`src/rtl/gpio_irq_pkg.sv`:
```
package gpio_irq_pkg;

    localparam int DATA_W   = 32;
    localparam int ADDR_W   = 4;
    localparam int SLOT_W   = 4;
    localparam int CODE_W   = 3;
    localparam int SLOTS    = DATA_W / SLOT_W;
    localparam int MAX_PINS = 2 * SLOTS;

    typedef enum logic [CODE_W-1:0] {
        TRIG_FALL   = 3'd0,
        TRIG_RISE   = 3'd1,
        TRIG_LVL_LO = 3'd2,
        TRIG_LVL_HI = 3'd3,
        TRIG_BOTH   = 3'd4
    } trig_e;

    typedef enum logic [ADDR_W-1:0] {
        A_EN      = 4'd0,
        A_STAT    = 4'd1,
        A_VIEW    = 4'd2,
        A_ACK     = 4'd3,
        A_MSET    = 4'd4,
        A_MCLR    = 4'd5,
        A_OUT     = 4'd6,
        A_IN      = 4'd7,
        A_DIR     = 4'd8,
        A_MODE_LO = 4'd9,
        A_MODE_HI = 4'd10,
        A_SEL     = 4'd14,
        A_SRST    = 4'd15
    } addr_e;

    // Event decision for one pin from its trigger code and two samples.
    function automatic logic trig_hit(logic [CODE_W-1:0] code, logic now, logic prev);
        logic r;
        case (code)
            TRIG_FALL:   r = !now && prev;
            TRIG_RISE:   r = now && !prev;
            TRIG_LVL_LO: r = !now;
            TRIG_LVL_HI: r = now;
            TRIG_BOTH:   r = now ^ prev;
            default:     r = 1'b0;
        endcase
        return r;
    endfunction

endpackage

```
`src/rtl/gpio_irq_sync.sv`:
```
module gpio_irq_sync #(
    parameter int N_PINS = 12
) (
    input  logic              clk,
    input  logic              rst,
    input  logic [N_PINS-1:0] pin_in,
    output logic [N_PINS-1:0] lvl,
    output logic [N_PINS-1:0] lvl_d
);
    logic [N_PINS-1:0] stage1;

    always_ff @(posedge clk) begin
        if (rst) begin
            stage1 <= '0;
            lvl    <= '0;
            lvl_d  <= '0;
        end else begin
            stage1 <= pin_in;
            lvl    <= stage1;
            lvl_d  <= lvl;
        end
    end
endmodule

```
`src/rtl/gpio_irq_detect.sv`:
```
module gpio_irq_detect
    import gpio_irq_pkg::*;
#(
    parameter int N_PINS = 12
) (
    input  logic [N_PINS-1:0]             lvl,
    input  logic [N_PINS-1:0]             lvl_d,
    input  logic [N_PINS-1:0][CODE_W-1:0] codes,
    output logic [N_PINS-1:0]             hit
);
    for (genvar p = 0; p < N_PINS; p++) begin : g_pin
        assign hit[p] = trig_hit(codes[p], lvl[p], lvl_d[p]);
    end
endmodule

```
`src/rtl/gpio_irq_regs.sv`:
```
module gpio_irq_regs
    import gpio_irq_pkg::*;
#(
    parameter int N_PINS = 12
) (
    input  logic                          clk,
    input  logic                          rst,
    input  logic                          wr_en,
    input  logic [ADDR_W-1:0]             wr_addr,
    input  logic [DATA_W-1:0]             wr_data,
    input  logic [ADDR_W-1:0]             rd_addr,
    output logic [DATA_W-1:0]             rd_data,
    input  logic [N_PINS-1:0]             lvl,
    input  logic [N_PINS-1:0]             hit,
    output logic [N_PINS-1:0][CODE_W-1:0] codes,
    output logic [N_PINS-1:0]             dir_q,
    output logic [N_PINS-1:0]             out_q,
    output logic [N_PINS-1:0]             sel_q,
    output logic                          irq
);
    logic              srst_q;
    logic [N_PINS-1:0] en_q, mask_q, stat_q;
    logic [N_PINS-1:0] wbits, ack_v, mset_v, mclr_v, fire, view;
    logic              hold;

    assign wbits  = wr_data[N_PINS-1:0];
    assign hold   = rst || srst_q;
    assign ack_v  = (wr_en && wr_addr == A_ACK)  ? wbits : '0;
    assign mset_v = (wr_en && wr_addr == A_MSET) ? wbits : '0;
    assign mclr_v = (wr_en && wr_addr == A_MCLR) ? wbits : '0;
    assign fire   = hit & en_q;
    assign view   = stat_q & ~mask_q;
    assign irq    = |view;

    always_ff @(posedge clk) begin
        if (rst) srst_q <= 1'b0;
        else if (wr_en && wr_addr == A_SRST) srst_q <= wr_data[0];
    end

    always_ff @(posedge clk) begin
        if (hold) begin
            en_q   <= '0;
            mask_q <= '1;
            stat_q <= '0;
            dir_q  <= '0;
            out_q  <= '0;
            sel_q  <= '0;
        end else begin
            if (wr_en && wr_addr == A_EN)  en_q  <= wbits;
            if (wr_en && wr_addr == A_DIR) dir_q <= wbits;
            if (wr_en && wr_addr == A_OUT) out_q <= wbits;
            if (wr_en && wr_addr == A_SEL) sel_q <= wbits;
            mask_q <= (mask_q | mset_v) & ~mclr_v;
            stat_q <= (stat_q & ~ack_v) | fire;
        end
    end

    for (genvar p = 0; p < N_PINS; p++) begin : g_code
        localparam addr_e MY_REG = (p < SLOTS) ? A_MODE_LO : A_MODE_HI;
        localparam int    MY_OFF = (p % SLOTS) * SLOT_W;
        always_ff @(posedge clk) begin
            if (hold) codes[p] <= '0;
            else if (wr_en && wr_addr == MY_REG) codes[p] <= wr_data[MY_OFF +: CODE_W];
        end
    end

    logic [DATA_W-1:0] lo_word, hi_word;
    always_comb begin
        lo_word = '0;
        hi_word = '0;
        for (int p = 0; p < N_PINS; p++) begin
            if (p / SLOTS == 0) lo_word[(p % SLOTS) * SLOT_W +: CODE_W] = codes[p];
            else                hi_word[(p % SLOTS) * SLOT_W +: CODE_W] = codes[p];
        end
    end

    always_comb begin
        rd_data = '0;
        case (rd_addr)
            A_EN:      rd_data[N_PINS-1:0] = en_q;
            A_STAT:    rd_data[N_PINS-1:0] = stat_q;
            A_VIEW:    rd_data[N_PINS-1:0] = view;
            A_MSET:    rd_data[N_PINS-1:0] = mask_q;
            A_OUT:     rd_data[N_PINS-1:0] = out_q;
            A_IN:      rd_data[N_PINS-1:0] = lvl;
            A_DIR:     rd_data[N_PINS-1:0] = dir_q;
            A_SEL:     rd_data[N_PINS-1:0] = sel_q;
            A_MODE_LO: rd_data = lo_word;
            A_MODE_HI: rd_data = hi_word;
            A_SRST:    rd_data[0] = srst_q;
            default:   rd_data = '0;
        endcase
    end

    p_mask_set_r4: assert property (@(posedge clk) disable iff (rst)
        (!srst_q && |mset_v) |=> ((mask_q & $past(mset_v)) == $past(mset_v)));

    p_mask_clr_r4: assert property (@(posedge clk) disable iff (rst)
        (!srst_q && |mclr_v) |=> ((mask_q & $past(mclr_v)) == '0));

    p_ack_clears_r5: assert property (@(posedge clk) disable iff (rst)
        (|ack_v) |=> ((stat_q & $past(ack_v & ~fire)) == '0));

    p_set_needs_en_r6: assert property (@(posedge clk) disable iff (rst)
        1'b1 |=> ((stat_q & ~$past(stat_q) & ~$past(en_q)) == '0));

    p_event_latched_r8: assert property (@(posedge clk) disable iff (rst)
        (!srst_q && |fire) |=> ((stat_q & $past(fire)) == $past(fire)));

    p_irq_has_cause_r9: assert property (@(posedge clk) disable iff (rst)
        irq |-> (stat_q != '0));

    p_upper_zero_r10: assert property (@(posedge clk) disable iff (rst)
        (rd_addr inside {A_EN, A_STAT, A_VIEW, A_MSET, A_OUT, A_IN, A_DIR, A_SEL})
        |-> (rd_data[DATA_W-1:N_PINS] == '0));

    p_soft_reset_r11: assert property (@(posedge clk) disable iff (rst)
        srst_q |=> (mask_q == '1 && en_q == '0 && stat_q == '0));
endmodule

```
`src/rtl/gpio_irq_ctrl.sv`:
```
module gpio_irq_ctrl
    import gpio_irq_pkg::*;
#(
    parameter int N_PINS = 12
) (
    input  logic              clk,
    input  logic              rst,
    input  logic              wr_en,
    input  logic [3:0]        wr_addr,
    input  logic [31:0]       wr_data,
    input  logic [3:0]        rd_addr,
    output logic [31:0]       rd_data,
    input  logic [N_PINS-1:0] pin_in,
    output logic [N_PINS-1:0] pin_out,
    output logic [N_PINS-1:0] pin_oe,
    output logic [N_PINS-1:0] pin_sel,
    output logic              irq
);
    logic [N_PINS-1:0]             lvl, lvl_d, hit;
    logic [N_PINS-1:0][CODE_W-1:0] codes;

    gpio_irq_sync #(.N_PINS(N_PINS)) u_sync (
        .clk(clk), .rst(rst), .pin_in(pin_in), .lvl(lvl), .lvl_d(lvl_d)
    );

    gpio_irq_detect #(.N_PINS(N_PINS)) u_detect (
        .lvl(lvl), .lvl_d(lvl_d), .codes(codes), .hit(hit)
    );

    gpio_irq_regs #(.N_PINS(N_PINS)) u_regs (
        .clk(clk), .rst(rst),
        .wr_en(wr_en), .wr_addr(wr_addr), .wr_data(wr_data),
        .rd_addr(rd_addr), .rd_data(rd_data),
        .lvl(lvl), .hit(hit), .codes(codes),
        .dir_q(pin_oe), .out_q(pin_out), .sel_q(pin_sel), .irq(irq)
    );

    initial begin
        assert (N_PINS >= 1 && N_PINS <= MAX_PINS);
    end
endmodule

```
`config.mk`:
```
export PLATFORM = sky130hd
export DESIGN_NAME = gpio_irq_ctrl
export DESIGN_NICKNAME = d
export VERILOG_FILES = /design/src/rtl/gpio_irq_pkg.sv /design/src/rtl/gpio_irq_sync.sv /design/src/rtl/gpio_irq_detect.sv /design/src/rtl/gpio_irq_regs.sv /design/src/rtl/gpio_irq_ctrl.sv
export SDC_FILE = /design/constraint.sdc
export NUM_CORES = 1
export LEC_CHECK = 0
export BUFFER_PORTS_ARGS = -buffer_cell sky130_fd_sc_hd__buf_2
export CORE_MARGIN = 2
export CORE_UTILIZATION = 50
export CTS_CLUSTER_SIZE = 24
export DETAILED_ROUTE_END_ITERATION = 16
export PLACE_DENSITY = 0.72
export SLEW_MARGIN = 0
export SYNTH_ARGS = -nofsm -noshare
export SYNTH_HDL_FRONTEND = slang
export SYNTH_HIERARCHICAL = 1
export SYNTH_SLANG_ARGS = --single-unit
```
`constraint.sdc`:
```
create_clock -name clk -period 4.4 [get_ports clk]
set_input_delay 0.88 -clock clk [delete_from_list [all_inputs] [get_ports clk]]
set_output_delay 0.88 -clock clk [all_outputs]
set_load 0.02 [all_outputs]
```
# [After elaboration in Yosys (flattened, before gate mapping)]
# Index checks and enable logic that the tools add are counted.
[totals] ff_bits=145 in_bits=55 output_inout_bits=69 elab_cells=202
[op_classes] eq_ne=67 n_mux=18 bitwise_logic=21 reduce_logical=74
[ops] op="$pmux W11 S10" count=1
[ops] op="$eq A3 B2 Y1 const B" count=24
[ops] op="$pmux W1 S5" count=12
[ops] op="$and A12 B12 Y12" count=4
[ops] op="$eq A4 B4 Y1 const B" count=10
[ops] op="$pmux W19 S2" count=1
[ops] op="$eq A3 B1 Y1 const B" count=12
[ops] op="$eq A3 B3 Y1 const B" count=12
[ops] op="$logic_not A3 Y1" count=12
[ops] op="$mux W12" count=3
[ops] op="$not A12 Y12" count=3
[ops] op="$logic_and A1 B1 Y1" count=34
[ops] op="$eq A4 B3 Y1 const B" count=6
[ops] op="$logic_not A1 Y1" count=24
[ops] op="$or A12 B12 Y12" count=2
[ops] op="$reduce_or A12 Y1" count=1
[ops] op="$xor A1 B1 Y1" count=12
[ops] op="$pmux W1 S11" count=1
[ops] op="$eq A4 B2 Y1 const B" count=2
[ops] op="$logic_not A4 Y1" count=2
[ops] op="$eq A4 B1 Y1 const B" count=1
[ops] op="$logic_or A1 B1 Y1" count=1

# [Longest topological paths before layout]
[logic_depth] word_depth=6 ltp_mapped=7 depth_no_buf=7

# [By module]
# Netlist, hierarchy kept.
[by_module_without_submodules] module="gpio_irq_regs" instances=1 cells_per_inst=701 area_per_inst_um2=5337.6 seq_area_each_um2=2182.1
[by_module_without_submodules] module="gpio_irq_sync" instances=1 cells_per_inst=75 area_per_inst_um2=994.7 seq_area_each_um2=720.7
[by_module_without_submodules] module="gpio_irq_detect" instances=1 cells_per_inst=108 area_per_inst_um2=933.4 seq_area_each_um2=0.0

# [Worst setup path before layout]
# Ideal clock, no wire load.
[synth_timing] path_kind="input -> output" startpoint="in rd_addr[3]" endpoint="out rd_data[10]" t_arrival_ns=2.305 required_ns=3.520 slack_ns=1.215 stages=4 path_buffers=1 path_cell_list="buf_2 nor2b_1 a221oi_1 o311ai_0"
[synth_via] elab_chain_cells=2 word_cells_on_any_way=11 cone_classes="eq/ne: 9; mux: 1; reduce/logical: 1"
[synth_rtl] item="start: declaration" line="gpio_irq_ctrl.sv:11" rtl="input logic [3:0] rd_addr,"
[synth_rtl] item="$eq A4 B4 Y1, or another cell as far along" line="gpio_irq_regs.sv:79" rtl="case (rd_addr)"
[synth_rtl] item="$pmux W11 S10 *" line="gpio_irq_regs.sv:79"
[synth_rtl] item="end: declaration" line="gpio_irq_ctrl.sv:12" rtl="output logic [31:0] rd_data,"
# Every way passes the cells marked *; elsewhere a longest branch is shown, timed or not.

# [Worst setup path after layout]
[layout_timing] startpoint="in rd_addr[0]" endpoint="out rd_data[0]"
[layout_via] elab_chain_cells=2 word_cells_on_any_way=12 cone_classes="eq/ne: 10; mux: 1; reduce/logical: 1"
[layout_rtl] item="$eq A4 B4 Y1, or another cell as far along" line="gpio_irq_regs.sv:79"
[layout_rtl] item="$pmux W1 S11 *" line="gpio_irq_regs.sv:79"
# Marks and branches as above.

==> reports/qor.yml <==
synth_top_cells_by_area: "sky130_fd_sc_hd__dfxtp_1 40%, sky130_fd_sc_hd__a21oi_1 7.1%, sky130_fd_sc_hd__nand2_1 6.1%"
cts_setup_buffers: 0
stdcell_area_sq_mm: 0.00844
final_min_period_ps: 3570
number_of_global_route_vias_before_repair: 6034
max_freq_ghz: 0.280
row_count: 44
clock_tree.buffer_depth: 2
max-vdd-ir-drop_uv: 347
finalWirelength_mm: 22.5
grt_first_pass_wirelength_mm: 34.0
edff_count_synth: 0
portbufs: 113
numCtsBuffers: 17
yosysWarnings: 6
synth_top_cells_by_count: "145 x sky130_fd_sc_hd__dfxtp_1, 119 x sky130_fd_sc_hd__nand2_1, 103 x sky130_fd_sc_hd__a21oi_1"
clock_sinks: 145
grt_setup_unrepaired: "false"
ys_types: 48
cts.reportedPaths.clkPinSlew_ps: 60
yosys.cell_count.top_type: "sky130_fd_sc_hd__dfxtp_1"
share_of_the_synthesized_area_in_the_top_cell_type: 0.400
critPathMaxStageDelay_ps: 590
num_antenna_cells: 0
synth-seq-cells: 145
die-area_sq_mm: 0.0155
die_width_um: 125
clock_power_share: 0.492
drive_gt1_frac: 0.189
grt_overflow_total: 0
leakage_nw: 3.30
finalClockSkew_ps: 5.14
share_seq_of_total_power: 0.428
finalWeightedCongestion: 0.979
timing_hold_violations_final: 0
critPathKind: "in2out"
drt_pass1_iterations: 6
maximum_number_of_pins_on_one_net_before_global_route_repair: 81
drcViolationCount: 0
antenna_found_initial: 0
outcome: "finished clean"
timing.final.crit_share: 0.812
coreArea_sq_mm: 0.0144
ff2ff_path_depth: 6
crit_family: "simple AND/OR/NAND/NOR gates"
maxSlewViolCount: 0
area_growth_synth_to_finish_pct: 16.2
critical_path_depth: 6
max_cap_viol_count: 0
timing.critical_path.from_type: "input pin"
grt_usage: 0.282
hold_depth: 1
number_of_i_o_pins: 124
worst-slew-pin-transition_ps: 1050
cells_resized_by_post_cts_repair: 0
post_synth_inst_count: 884
setup.worst_path.end_class: "primary output"
synthDominantAreaCellType: "sky130_fd_sc_hd__dfxtp_1"
route.antenna.remaining_nets: 0
netSwitchingFraction: 0.248
placed_area_sq_mm: 0.00780
cellPowerDensity_mw_per_mm2: 377
most_repeated_library_cell_on_the_critical_path: "sky130_fd_sc_hd__buf_2"
initial_util: 0.506
clk-insertion-delay-late_ps: 420
yosysSeqAreaShare: 0.400
htreeDepth: 4
critical_path_buf_inv_count: 2
switchingPower_w: 0.000790
internal-power_w: 0.00239
slew_headroom: 0.296
dr_total_vias: 6874
timing.critical_path.fanout_max: 29
p_comb_frac: 0.080
detail_routed_net_length_per_standard_cell_um: 19.4
setup_tns_ps: 0
hold_path_class: "reg2reg"
nNetsFinal: 1039
postCtsHoldBufs: 0
synth_ff_type: "sky130_fd_sc_hd__dfxtp_1"
cts.root.buffer_cell: "sky130_fd_sc_hd__clkbuf_16"
syn_avg_cell_area_sq_um: 8.22
setup_viol: 0
first_iter_violations: 818
slowest_stage: "sky130_fd_sc_hd__nor2b_1"
fillerInstances: 1300
async_reset_ff_frac: 0
cell_chain_critical_path: "buf_2, nor2b_1, a22oi_1, o22ai_1, or3_1, buf_2"
worst_ep_required_time_ps: 3520
cp_data_arrival_time_ps: 2690
avgViaCountPerCell: 5.94
netlist_area_sq_mm: 0.00727
die_height_um: 125
tritoncts_clock_tree: "built"
detailed_place_hpwl_mm: 15.7
registers in the layout, indices dropped and copies added, names as in the netlist:
name / cells
u_sync/stage1: 12
u_regs/dir_q: 12
u_regs/mask_q: 12
u_sync/lvl_d: 12
u_regs/codes: 36
u_sync/lvl: 12
u_regs/en_q: 12
u_regs/sel_q: 12
u_regs/stat_q: 12
u_regs/srst_q: 1
u_regs/out_q: 12
per-stage QoR:
step	hold slack [ps]	setup WS [ps]	total power [W]	utilization	cells
floorplan	414	1220	0.00155	-	888
global placement	417	903	0.00163	0.543	1125
detailed placement	421	930	0.00164	0.543	1125
CTS	435	933	0.00318	0.587	1157
global route	462	760	0.00327	0.587	1157
finish	435	827	0.00318	0.587	1157
power by group through the flow:
| stage | combinational, W | clock [W] | sequential, W |
|---|---|---|---|
| floorplan | 0.000163 | 0 | 0.00139 |
| global placement | 0.000242 | 0 | 0.00139 |
| detailed placement | 0.000246 | 0 | 0.00139 |
| finish | 0.000255 | 0.00156 | 0.00136 |
| CTS | 0.000247 | 0.00157 | 0.00136 |
| global route | 0.000272 | 0.00164 | 0.00136 |
per-layer routing:
layer  share of wire  vias to the layer above  track usage
li1                -                     3218            -
met1            0.42                     3219        0.391
met4           0.030                        0        0.107
met5               0                        -            0
met2            0.44                      388        0.416
met3            0.11                       49       0.0825
cells in the final DEF, fill, tap and decap left out, drive strengths merged, types with 16 or more instances in the layout:
master / instances
clkbuf: 18
nand3: 36
and3: 16
nand2: 119
a21oi: 103
buf: 124
o21ai: 75
inv: 53
mux2i: 29
dfxtp: 145
nor2b: 41
ha: 24
nor2: 25
cell families (layout without fill, tap and decap cells):
| logic type | Yosys count | count (layout) | share of synthesized area |
|---|---|---|---|
| buffers and inverters | 119 | 204 | 0.0756 |
| AO/OA/AOI/OAI | 243 | 243 | 0.196 |
| AND/OR/NAND/NOR | 297 | 297 | 0.211 |
| other | 1 | 5 | 0.000516 |
| XOR/XNOR | 11 | 11 | 0.0133 |
| adder cells (fa/ha/maj) | 24 | 24 | 0.0413 |
| multiplexers | 44 | 44 | 0.0632 |
| flip-flops | 145 | 145 | 0.400 |
cell type report:
cell class / count / area (sq um) / share of cell area
multi-input cells: 624 / 3830 / 0.454
flip-flops and latches: 145 / 2900 / 0.344
repair buffers: 124 / 661 / 0.0783
clock buffers: 18 / 439 / 0.0520
well taps: 184 / 230 / 0.0273
clock inverters: 14 / 198 / 0.0234
inverters: 48 / 180 / 0.0213
worst paths after layout:
path / start / endpoint / slack [ps]
setup / recovery: rd_addr[0] / rd_data[0] / 830
setup reg to reg: u_sync/lvl[3]$_SDFF_PP0_ / u_regs/stat_q[3]$_SDFF_PP0_ / 2400
hold / removal: u_sync/stage1[8]$_SDFF_PP0_ / u_sync/lvl[8]$_SDFF_PP0_ / 440
hold reg to reg: u_sync/stage1[8]$_SDFF_PP0_ / u_sync/lvl[8]$_SDFF_PP0_ / 440
Power figures use the tool's default switching activity.
